<file path="config.mk">
export PLATFORM = sky130hd
export DESIGN_NAME = rot_unit
export DESIGN_NICKNAME = d
export VERILOG_FILES = /design/src/rtl/rot_pkg.sv /design/src/rtl/rot_amt_sel.sv /design/src/rtl/rot_barrel.sv /design/src/rtl/rot_unit.sv
export SDC_FILE = /design/constraint.sdc
export NUM_CORES = 1
export LEC_CHECK = 0
export ABC_AREA = 1
export CAP_MARGIN = 30
export CORE_MARGIN = 2
export CORE_UTILIZATION = 40
export DETAILED_ROUTE_END_ITERATION = 6
export PLACE_DENSITY = 0.71
export SYNTH_ARGS = -nofsm -noshare
export SYNTH_HDL_FRONTEND = slang
export SYNTH_SLANG_ARGS = --single-unit
export TNS_END_PERCENT = 1
</file>
<file path="constraint.sdc">
create_clock -name vclk -period 5.5
set_input_delay 1.65 -clock vclk [all_inputs]
set_output_delay 1.65 -clock vclk [all_outputs]
set_load 0.1 [all_outputs]
</file>
<file path="src/rtl/rot_pkg.sv">
package rot_pkg;
  localparam int unsigned WORD_W   = 32;
  localparam int unsigned WORD_SHW = 5;
  localparam int unsigned IMM_W    = 6;

  function automatic logic [63:0] sext_word(input logic [WORD_W-1:0] w);
    return {{(64-WORD_W){w[WORD_W-1]}}, w};
  endfunction
endpackage

</file>
<file path="src/rtl/rot_amt_sel.sv">
module rot_amt_sel
  import rot_pkg::*;
#(
  parameter int unsigned XLEN = 64,
  localparam int unsigned SHW = $clog2(XLEN)
) (
  input  logic [XLEN-1:0]     opb_i,
  input  logic [IMM_W-1:0]    imm_i,
  input  logic                use_imm_i,
  input  logic                left_i,
  input  logic                word_i,
  output logic [SHW-1:0]      amt_full_o,
  output logic [WORD_SHW-1:0] amt_word_o,
  output logic                rsvd_o
);
  logic [SHW-1:0] raw;
  logic           unused_opb;

  assign raw        = use_imm_i ? imm_i[SHW-1:0] : opb_i[SHW-1:0];
  assign unused_opb = ^opb_i[XLEN-1:SHW];

  // left rotate by k == right rotate by (width - k) mod width
  always_comb begin
    amt_full_o = left_i ? (~raw + 1'b1) : raw;
    amt_word_o = left_i ? (~raw[WORD_SHW-1:0] + 1'b1) : raw[WORD_SHW-1:0];
  end

  generate
    if (XLEN == 32) begin : g_rsvd32
      assign rsvd_o = (use_imm_i & imm_i[IMM_W-1]) | word_i;
    end else begin : g_rsvd64
      logic unused_word;
      assign unused_word = word_i;
      assign rsvd_o      = 1'b0;
    end
  endgenerate
endmodule

</file>
<file path="src/rtl/rot_barrel.sv">
module rot_barrel #(
  parameter int unsigned W = 64,
  localparam int unsigned SHW = $clog2(W)
) (
  input  logic [W-1:0]   data_i,
  input  logic [SHW-1:0] amt_i,
  output logic [W-1:0]   data_o
);
  logic [W-1:0] stage [SHW+1];

  assign stage[0] = data_i;

  generate
    for (genvar s = 0; s < SHW; s++) begin : g_stage
      localparam int unsigned D = 1 << s;
      assign stage[s+1] = amt_i[s] ? {stage[s][D-1:0], stage[s][W-1:D]} : stage[s];
    end
  endgenerate

  assign data_o = stage[SHW];
endmodule

</file>
<file path="src/rtl/rot_unit.sv">
module rot_unit
  import rot_pkg::*;
#(
  parameter int unsigned XLEN = 64
) (
  input  logic [XLEN-1:0]  opa_i,
  input  logic [XLEN-1:0]  opb_i,
  input  logic [IMM_W-1:0] imm_i,
  input  logic             use_imm_i,
  input  logic             left_i,
  input  logic             word_i,
  output logic [XLEN-1:0]  res_o,
  output logic             rsvd_o
);
  localparam int unsigned SHW = $clog2(XLEN);

  logic [SHW-1:0]      amt_full;
  logic [WORD_SHW-1:0] amt_word;
  logic [XLEN-1:0]     full_res;

  rot_amt_sel #(.XLEN(XLEN)) u_amt (
    .opb_i      (opb_i),
    .imm_i      (imm_i),
    .use_imm_i  (use_imm_i),
    .left_i     (left_i),
    .word_i     (word_i),
    .amt_full_o (amt_full),
    .amt_word_o (amt_word),
    .rsvd_o     (rsvd_o)
  );

  rot_barrel #(.W(XLEN)) u_full (
    .data_i (opa_i),
    .amt_i  (amt_full),
    .data_o (full_res)
  );

  generate
    if (XLEN == 64) begin : g_word
      logic [WORD_W-1:0] word_res;
      rot_barrel #(.W(WORD_W)) u_word (
        .data_i (opa_i[WORD_W-1:0]),
        .amt_i  (amt_word),
        .data_o (word_res)
      );
      assign res_o = word_i ? sext_word(word_res) : full_res;
    end else begin : g_noword
      // 32-bit word form is the full rotation; flagged as reserved
      logic unused_amt;
      assign unused_amt = ^amt_word;
      assign res_o      = full_res;
    end
  endgenerate
endmodule

</file>
# [After elaboration in Yosys (flattened, before gate mapping)]
# Cells that the tools add are included.
[classes] add_sub_neg=2 multipliers=0 n_div=0 order_cmp=0 eq_ne=0 n_shift=0 mux=15 bitwise_logic=2 reduce_logical=0
[op_table] cell="$mux W64" n=7
[op_table] cell="$mux W32" n=5
[op_table] cell="$mux W6" n=2
[op_table] cell="$add A6 B1 Y6 const B" n=1
[op_table] cell="$not A6 Y6" n=1
[op_table] cell="$add A5 B1 Y5 const B" n=1
[op_table] cell="$mux W5" n=1
[op_table] cell="$not A5 Y5" n=1
[totals] ff_bits=0 latch_bits=0 ram_bits=0 romBits=0 in_bits=137 output_inout_bits=65 elab_cells=19 memories=0

# [Longest topological paths before layout]
# Gate-level depths: netlist of run 1.
[logic_depth] word_depth=11 depth_mapped=20

# [By module]
# From an unflattened synthesis of run 1, not the netlist that was laid out.
[unflattened] hier_cells=1603 hier_area_um2=7562.3
[by_module_without_submodules] mod="rot_barrel (u_full)" instances=1 cells_per_inst=980 area_per_inst_um2=4455.5
[by_module_without_submodules] mod="rot_barrel (g_word.u_word)" instances=1 cells_per_inst=392 area_per_inst_um2=1974.4
[by_module_without_submodules] mod="rot_unit" instances=1 cells_per_inst=174 area_per_inst_um2=783.3
[by_module_without_submodules] mod="rot_amt_sel" instances=1 cells_per_inst=57 area_per_inst_um2=349.1

# [Least setup slack after synthesis of run 1]
# No wires, ideal clock.
[synth_timing] path_kind="input to output" from="in use_imm_i" to="out res_o[0]" arrival_ns=5.068 path_slack_ns=-1.218 cell_stages=18 n_path_buf=4 cell_sequence="buf_6 > inv_2 > nand2_1 > nand2_2 > clkbuf_1 > ha_1 > or2_1 > nand2_2 > buf_4 > buf_2 > nand2_1 > nand3_1 > nand2_1 > nand2_1 > nand2_1 > nand2_1 > nand2_1 > o21ai_1"
[synth_between] elab_chain_len=11
[synth_rtl] item="from (decl)" line="rot_unit.sv:9" source="input logic use_imm_i,"
[synth_rtl] item="$mux W6 (*)" line="rot_amt_sel.sv:19" source="assign raw = use_imm_i ? imm_i[SHW-1:0] : opb_i[SHW-1:0];"
[synth_rtl] item="$not A6 Y6" line="rot_amt_sel.sv:24" source="amt_full_o = left_i ? (~raw + 1'b1) : raw;"
[synth_rtl] item="$add A6 B1 Y6" line="rot_amt_sel.sv:24"
[synth_rtl] item="$mux W6" line="rot_amt_sel.sv:24"
[synth_rtl] item="$mux W64 (6 in a row)" line="rot_barrel.sv:16" source="assign stage[s+1] = amt_i[s] ? {stage[s][D-1:0], stage[s][W-1:D]} : stage[s];"
[synth_rtl] item="$mux W64 (*)" line="rot_unit.sv:46" source="assign res_o = word_i ? sext_word(word_res) : full_res;"
[synth_rtl] item="to (decl)" line="rot_unit.sv:12" source="output logic [XLEN-1:0] res_o,"
# Every way passes the cells marked *; elsewhere a longest branch is shown, timed or not.

# [Worst setup path in the final report of run 1]
[layout_timing] from="in use_imm_i" to="out res_o[25]"
# Same word-level chain as after synthesis.

==> results.cfg, run 1 <==
[run_status]
status = complete, but fails checks
violations = setup timing

[logic_synthesis]
synth_simple_gate_area_share_pct = 85.4
syn_inst = 1515
synth_xor_area_share_pct = 0.496
avgSynthCellArea_um2 = 4.33
yosys-mux-area-fraction_pct = 0.210
synthAdderAreaFrac_pct = 0.191
syn_nets = 1653
yosysWarnings = 0
synth_area_um2 = 6560
yosysSeqAreaShare_pct = 0
yosysUniqueCellTypes = 22
synth_top_family_by_area = simple AND/OR/NAND/NOR gates
synth_compound_gate_area_share_pct = 0.610

[detailed_routing]
routed_wirelength_um = 36300
drt_pass1_iterations = 7
ant_nets = 0
drc_errors = 0
dr_total_vias = 11437
routedWlPerCell_um = 18.8
drtIter0Drc = 1324
viasPerCell = 5.92

[place]
io_buffers = 143
gp_congestion = 1.07
dp_hpwl_um = 27200

[critical_path]
crit_required_ns = 3.85
cp.arrival_ns = 4.04
crit_fanout = 10
critPathCaptureType = output port
cp-start-kind = input port
critPathKind = in2out

[finish]
insertedDiodeCount = 0
nets = 1856
syn_to_final_growth_pct = 90.1
seq_area_um2 = 0
drive_gt1_share_pct = 39.7
final_core_util_pct = 78.2
clock_buffer_count = 0
nFlopsAndLatches = 0

[power]
p_total_mw = 3.94
vdd_drop_max_uv = 379
p_leak_nw = 6.54
cellPowerDensity_nw_per_um2 = 316

[timing]
setup_ws_ns = -0.185
fmax_mhz = 176
slew_violations = 0
slew-limit-headroom_pct = 62.7
period_minus_slack_ns = 5.69
fin_crit_sh_pct = 103
hold_viol_final = 0
worstMarginPinSlew_ns = 0.558
setup_viol = 64
rsz0062_at_grt = yes

[grt]
antenna_found_initial = 0
grt-ovfl-total = 0
grt_max_degree = 50
grt_pass1_vias = 10575
grt_pass1_wl_um = 54300
grtUsageTotal_pct = 38.3

[floorplan]
die-area_um2 = 17400
die_height_um = 132
fp-row-count = 46
pin_count = 202
die_w_um = 132
start_util_pct = 41.1
coreArea_um2 = 15900

[clock_tree]
cts_hold_buf = 0

[flow_run]
cap_violations = 0

[min_path]
hold_path_class = in2out
==> cell usage in the layout, fill, tap and decap left out <==
master           instances
bufbuf_16                1
buf_16                   6
dlygate4sd2_1            1
inv_8                    1
clkdlybuf4s50_1         73
inv_4                    1
a21oi_4                  1
mux2i_2                  1
xnor2_4                  1
clkbuf_16                6
inv_2                    5
nor2_2                   1
nand2_2                192
o21a_1                   1
o21ai_1                  2
nand3_2                152
nand2_1                606
or2_2                    1
xor2_4                   1
buf_8                    1
or2_4                    1
nand2_4                 28
nor2_1                   1
buf_12                  95
clkbuf_2                 4
nand3_4                 55
nor2_4                   1
buf_4                  106
buf_6                   18
conb_1                   1
nand3_1                285
o21ai_4                  2
ha_4                     1
inv_1                   64
==> power by group <==
group	total [mW]	switching, mW	internal (mW)
Sequential	0	0	0
Clock	0	0	0
Combinational	3.94	2.55	1.39
Total	3.94	2.55	1.39
==> through the flow <==
| stage | std cells | hold slack, ns | cell area, um^2 | worst slack, ns | setup TNS (ns) |
|---|---|---|---|---|---|
| floorplan | 1515 | 3.91 | 7310 | -0.0601 | -1.02 |
| global placement | 1905 | 4.39 | 10400 | -0.703 | -38.63 |
| detailed placement | 1905 | 4.37 | 10400 | -0.738 | -41.46 |
| CTS | 1924 | 4.42 | 11300 | -0.124 | -6.50 |
| global route | 1932 | 4.47 | 12500 | -0.252 | -12.42 |
| finish | 1932 | 4.45 | 12500 | -0.185 | -7.27 |
==> path summary, 6_finish.rpt <==
kind / endpoint / slack, ns / from / depth (start not counted)
min: res_o[18] / 4.45 / word_i / 4
max: res_o[25] / -0.19 / use_imm_i / 19
==> per-layer routing <==
metal	wire [um]	track usage, %	vias to the layer above
met3	3200	6.07	192
met1	13200	43.7	5225
met5	0	0	-
li1	-	-	5299
met2	17300	67.0	721
met4	2680	22.9	0
==> synth_stat cells (all sizes together) <==
master | number | area, um^2
a21oi | 1 | 8.76
buf | 93 | 528
clkbuf | 17 | 63.8
conb | 1 | 3.75
ha | 1 | 12.5
inv | 71 | 267
mux2i | 1 | 13.8
nand2 | 826 | 3110
nand3 | 492 | 2460
nor2 | 3 | 11.3
o21a | 1 | 7.51
o21ai | 4 | 23.8
or2 | 2 | 12.5
xnor2 | 1 | 16.3
xor2 | 1 | 16.3
==> what timing repair did <==
action                                  4_1_cts  5_1_grt
hold endpoints to repair                      0        0
buffers inserted                             14        3
resized for setup                           158      283
pin swaps                                    15       65
gates cloned                                  5        6
endpoints found under the setup margin       64       64
==> area by class of cell <==
cell class | instances | area [um^2]
Fill cell | 1248 | 3470
Inverter | 71 | 277
Multi-Input combinational cell | 1334 | 7900
Tap cell | 216 | 270
Timing Repair Buffer | 311 | 4020
==> critical path: stages <==
cell	delay (ns)
buf_6	0.09
buf_6	0.12
inv_8	0.06
nand2_4	0.05
nand2_4	0.07
ha_4	0.20
or2_4	0.25
nand2_4	0.10
buf_12	0.12
buf_16	0.13
buf_6	0.11
nand2_1	0.07
nand3_1	0.15
nand2_2	0.14
nand2_1	0.13
nand3_2	0.15
nand3_1	0.17
nand3_4	0.09
buf_12	0.17
==> cells by family (layout without fill, tap and decap cells) <==
family / Yosys count / after routing
xor gates and xnor gates: 2 / 2
buffers and inverters: 181 / 382
AOI/OAI and AO/OA: 6 / 6
other: 1 / 1
adders and majority gates: 1 / 1
and+or+nand+nor: 1323 / 1323
muxes: 1 / 1
Power figures use the tool's default switching activity.
==> run 2: changes to the inputs <==
--- a/config.mk
+++ b/config.mk
@@ -5,12 +5,11 @@
 export SDC_FILE = /design/constraint.sdc
 export NUM_CORES = 1
 export LEC_CHECK = 0
-export ABC_AREA = 1
 export CAP_MARGIN = 30
 export CORE_MARGIN = 2
 export CORE_UTILIZATION = 40
 export DETAILED_ROUTE_END_ITERATION = 6
-export PLACE_DENSITY = 0.71
+export PLACE_DENSITY = 0.72
 export SYNTH_ARGS = -nofsm -noshare
 export SYNTH_HDL_FRONTEND = slang
 export SYNTH_SLANG_ARGS = --single-unit
==> results.cfg, run 2 <==
[run_status]
status = complete, but fails checks
violations = setup timing

[power]
p_switching_mw = 2.84
seq_power_share_pct = 0
swShare_pct = 59.2
vdd_drop_max_uv = 407
p_total_mw = 4.79
p_clk_share_pct = 0
share_comb_of_total_power_pct = 100.0
p_leak_nw = 5.01
internal-power_mw = 1.95
cellPowerDensity_nw_per_um2 = 395

[place]
dp_hpwl_um = 27300
io_buffers = 143
placed_area_um2 = 10900
gp_congestion = 1.08
dpl_worst_slack_ns = -1.84

[floorplan]
fp-row-count = 44
pin_count = 202
die_height_um = 127
die-area_um2 = 16000
coreArea_um2 = 14600
start_util_pct = 41.2
die_w_um = 127

[finish]
syn_to_final_growth_pct = 102
clock_buffer_count = 0
nets = 1318
final_core_util_pct = 83.0
drive_gt1_share_pct = 55.4
fillCellCount = 870
nFlopsAndLatches = 0
multiInputGateArea_um2 = 6940
seq_area_um2 = 0
insertedDiodeCount = 0
postLayoutCellArea_um2 = 12100
layout_common_cells = 282 x buf_4, 85 x buf_12, 72 x clkdlybuf4s50_1
final_common_cell = buf_4

[logic_synthesis]
avgSynthCellArea_um2 = 7.59
synth_area_leaders = mux2i_1 18%, mux2_2 8.4%, a22oi_1 8.2%, o22ai_1 7.0%, mux4_2 4.9%
yosysUniqueCellTypes = 65
syn_nets = 930
yosys-top-cells-count = 108 x mux2i_1, 77 x nand2_1, 67 x o22ai_1
yosysMostFrequentCell = mux2i_1
synth_top_area_cell = mux2i_1
yosysSeqAreaShare_pct = 0
yosysWarnings = 0
synth_area_um2 = 6010
syn_inst = 792
yosys.area.top_type_share_pct = 18.0

[min_path]
hold_path_class = in2out
min_path_cells = 4
min-delay-start = word_i
min_to = res_o[7]

[timing]
slew-limit-headroom_pct = 56.5
setup_ws_ns = -1.01
worstMarginPinSlew_ns = 0.650
setup_viol = 64
fin_crit_sh_pct = 118
hold_viol_final = 0
slew_violations = 0
period_minus_slack_ns = 6.51
rsz0062_at_grt = yes
fmax_mhz = 154

[critical_path]
crit_required_ns = 3.85
cp-start-kind = input port
crit_fanout = 5
critPathKind = in2out
critPathCaptureType = output port
cp.arrival_ns = 4.86

[detailed_routing]
drc_errors = 0
dr_total_vias = 9636
routedWlPerCell_um = 26.9
drtIter0Drc = 1379
routed_wirelength_um = 36600
viasPerCell = 7.07
ant_nets = 0
drt_pass1_iterations = 6

[grt]
grt_max_degree = 27
grt_pass1_wl_um = 54300
grtUsageTotal_pct = 42.6
grt_pass1_vias = 9432
grt-ovfl-total = 0
antenna_found_initial = 0

[flow_run]
cap_violations = 0

[clock_tree]
cts_hold_buf = 0
[run 2: changes by cell type after synthesis, sizes merged, moves of 30 or more]
cell / previous run / this run
buf: 93 / 58
a22oi: 0 / 66
inv: 71 / 3
a221oi: 0 / 30
nor2: 3 / 51
mux2i: 1 / 109
nand3: 492 / 7
o22ai: 0 / 67
mux2: 0 / 46
nand2: 826 / 78
[run 2: worst max path at each step]
stage	slack, ns	start	end	cells after the start
2_1_floorplan	-1.50	use_imm_i	res_o[9]	15
3_3_place_gp	-1.68	use_imm_i	res_o[48]	15
3_5_place_dp	-1.84	use_imm_i	res_o[48]	13
4_1_cts	-0.90	use_imm_i	res_o[46]	17
5_1_grt	-1.08	use_imm_i	res_o[9]	16
6_report	-1.01	use_imm_i	res_o[8]	17
[run 2: layout make-up]
| class | instances | share of cell area (%) |
|---|---|---|
| Tap cell | 184 | 1.90 |
| Multi-Input combinational cell | 705 | 57.3 |
| Inverter | 5 | 0.196 |
| Timing Repair Buffer | 468 | 40.6 |
[run 2: cells by family after synthesis]
| group | synth area share [%] |
|---|---|
| compound gates | 46.3 |
| xor+xnor | 1.04 |
| fa+ha+maj | 0.208 |
| buf+inv | 7.58 |
| mux | 31.9 |
| other cells | 0.0624 |
| simple gates | 12.9 |
[run 2: per-stage QoR]
stage | cells | setup TNS (ns) | hold slack (ns)
after floorplan | 792 | -73.94 | 4.04
after global placement | 1341 | -95.81 | 4.22
after detailed placement | 1341 | -101.94 | 4.22
after CTS | 1357 | -51.47 | 4.22
after global routing | 1362 | -61.19 | 4.29
final | 1362 | -57.07 | 4.25
[run 2: metal layers]
layer  track usage, %  up-vias  share of wire (%)
met5                0        -              0.085
met4             22.2        2                7.2
met3             10.7      229                 12
met2             69.7      815                 46
met1             51.5     4546                 35
li1                 -     4044                  -
[run 2: worst max-delay path: stages]
cell and delay, ns:
buf_8 0.10, mux2_4 0.21, clkinv_4 0.05, ha_4 0.15, nand2b_4 0.16, xnor2_4 0.23
buf_12 0.14, buf_16 0.12, buf_4 0.17, mux2i_2 0.30, a22o_1 0.21, a221oi_2 0.06
buf_4 0.18, mux4_2 0.47, nor2b_1 0.15, a211o_1 0.31, buf_12 0.18
[run 2: power by group through the flow]
stage / Clock [mW] / Combinational (mW) / Sequential, mW
after floorplan: 0 / 2.62 / 0
after global placement: 0 / 4.30 / 0
after detailed placement: 0 / 4.33 / 0
after CTS: 0 / 4.56 / 0
after global routing: 0 / 4.91 / 0
final: 0 / 4.79 / 0
[run 2: repair_timing]
| item | 4_1_cts | 5_1_grt |
|---|---|---|
| gates resized for setup | 140 | 77 |
| setup buffers | 15 | 3 |
| gates cloned | 2 | 2 |
| endpoints found under the hold margin | 0 | 0 |
| pin swaps | 49 | 30 |
| endpoints found under the setup margin | 64 | 64 |
==> run 3: changes to the inputs <==
--- a/config.mk
+++ b/config.mk
@@ -6,7 +6,6 @@
 export NUM_CORES = 1
 export LEC_CHECK = 0
 export CAP_MARGIN = 30
-export CORE_MARGIN = 2
 export CORE_UTILIZATION = 40
 export DETAILED_ROUTE_END_ITERATION = 6
 export PLACE_DENSITY = 0.72
==> results.cfg, run 3 (synthesis results as in run 2) <==
[min_path]
min_path_cells = 4
hold_path_class = in2out
min_to = res_o[7]
min-delay-start = word_i

[floorplan]
pin_count = 202
coreArea_um2 = 14600
die_height_um = 125
die_w_um = 125
fp-row-count = 44
start_util_pct = 41.2
die-area_um2 = 15500

[flow_run]
cap_violations = 0

[critical_path]
startpoint = use_imm_i
crit_required_ns = 3.85
crit_fanout = 10
cp_common_cell = buf_6
critPathKind = in2out
cp_cell_sequence = buf_8 > mux2_4 > inv_2 > ha_4 > buf_6 > or4b_4 > nor3b_4 > a221oi_4 > buf_4 > and3_4 > buf_6 > mux2i_1 > nor2_1 > a2111oi_4 > buf_12
critPathCaptureType = output port
cp.arrival_ns = 5.02
cp-start-kind = input port
critPathSlowestCell = or4b_4
slowest_delay_ns = 0.52

[timing]
setup_viol = 64
setup_ws_ns = -1.17
hold_viol_final = 0
hold_ws_ns = 4.33
worstMarginPinSlew_ns = 0.766
fin_crit_sh_pct = 121
rsz0062_at_grt = yes
tns_ns = -68.98
slew-limit-headroom_pct = 48.6
period_minus_slack_ns = 6.67
slew_violations = 0
fmax_mhz = 150

[finish]
layout_common_cells = 299 x buf_4, 82 x buf_12, 72 x clkdlybuf4s50_1
postLayoutCellArea_um2 = 12600
nFlopsAndLatches = 0
drive_gt1_share_pct = 57.1
clock_buffer_count = 0
final_common_cell = buf_4
stdcell_count = 1389
nets = 1345
syn_to_final_growth_pct = 109
final_core_util_pct = 86.1
insertedDiodeCount = 0
seq_area_um2 = 0

[run_status]
status = complete, but fails checks
violations = DRC, setup timing

[detailed_routing]
routed_wirelength_um = 40700
drc_errors = 26
routedWlPerCell_um = 29.3
ant_nets = 0
dr_total_vias = 10168
viasPerCell = 7.32
drt_pass1_iterations = 7
drtIter0Drc = 1452

[power]
vdd_drop_max_uv = 389
p_leak_nw = 5.20
p_total_mw = 4.97
cellPowerDensity_nw_per_um2 = 395

[place]
io_buffers = 143
placed_area_um2 = 11000
gp_congestion = 1.05
placedCellCount = 1352
dpl_worst_slack_ns = -1.68
dp_hpwl_um = 27800

[grt]
grt-ovfl-total = 0
grt_pass1_vias = 9666
grtUsageTotal_pct = 46.0
grt_max_degree = 20
grt_pass1_wl_um = 56500
antenna_found_initial = 0
-- run 3: critical path, delay by kind of cell --
family	cells	cell delay, ns
and+or+nand+nor	4	1.25
buffers and inverters	6	0.86
adders and majority gates	1	0.15
muxes	2	0.63
AOI/OAI and AO/OA	2	0.47
-- run 3: report_power, final --
group	total [mW]	internal, mW	switching, mW
Clock	0	0	0
Combinational	4.97	2.02	2.94
Sequential	0	0	0
Total	4.97	2.02	2.94
-- run 3: worst max path at each step --
stage | slack (ns) | end | cells after the start
global route | -1.18 | res_o[18] | 15
CTS | -0.91 | res_o[46] | 13
detailed placement | -1.68 | res_o[48] | 15
finish | -1.17 | res_o[18] | 15
floorplan | -1.50 | res_o[9] | 15
global placement | -1.60 | res_o[3] | 15
-- run 3: metal layers --
layer  up-vias  track usage (%)  routed length (um)  part of all wire, %
met5         -                0                   0                    0
met4         0             26.6                4010                  9.9
met3       358             9.88                5050                   12
met2       970             76.9               18100                   44
met1      4743             53.9               13500                   33
li1       4097                -                   -                    -
-- run 3: layout make-up --
| type | count | area, um^2 |
|---|---|---|
| fill | 745 | 2030 |
| inverter | 5 | 23.8 |
| tap | 184 | 230 |
| multi-input combinational | 706 | 7160 |
| timing repair buffer | 494 | 5150 |
-- run 3: what timing repair did --
action | CTS | global route
gates resized for setup | 148 | 124
setup buffers | 24 | 11
setup endpoints to repair | 64 | 64
cloned | 3 | 1
hold buffers | 0 | 0
pin swaps | 53 | 69
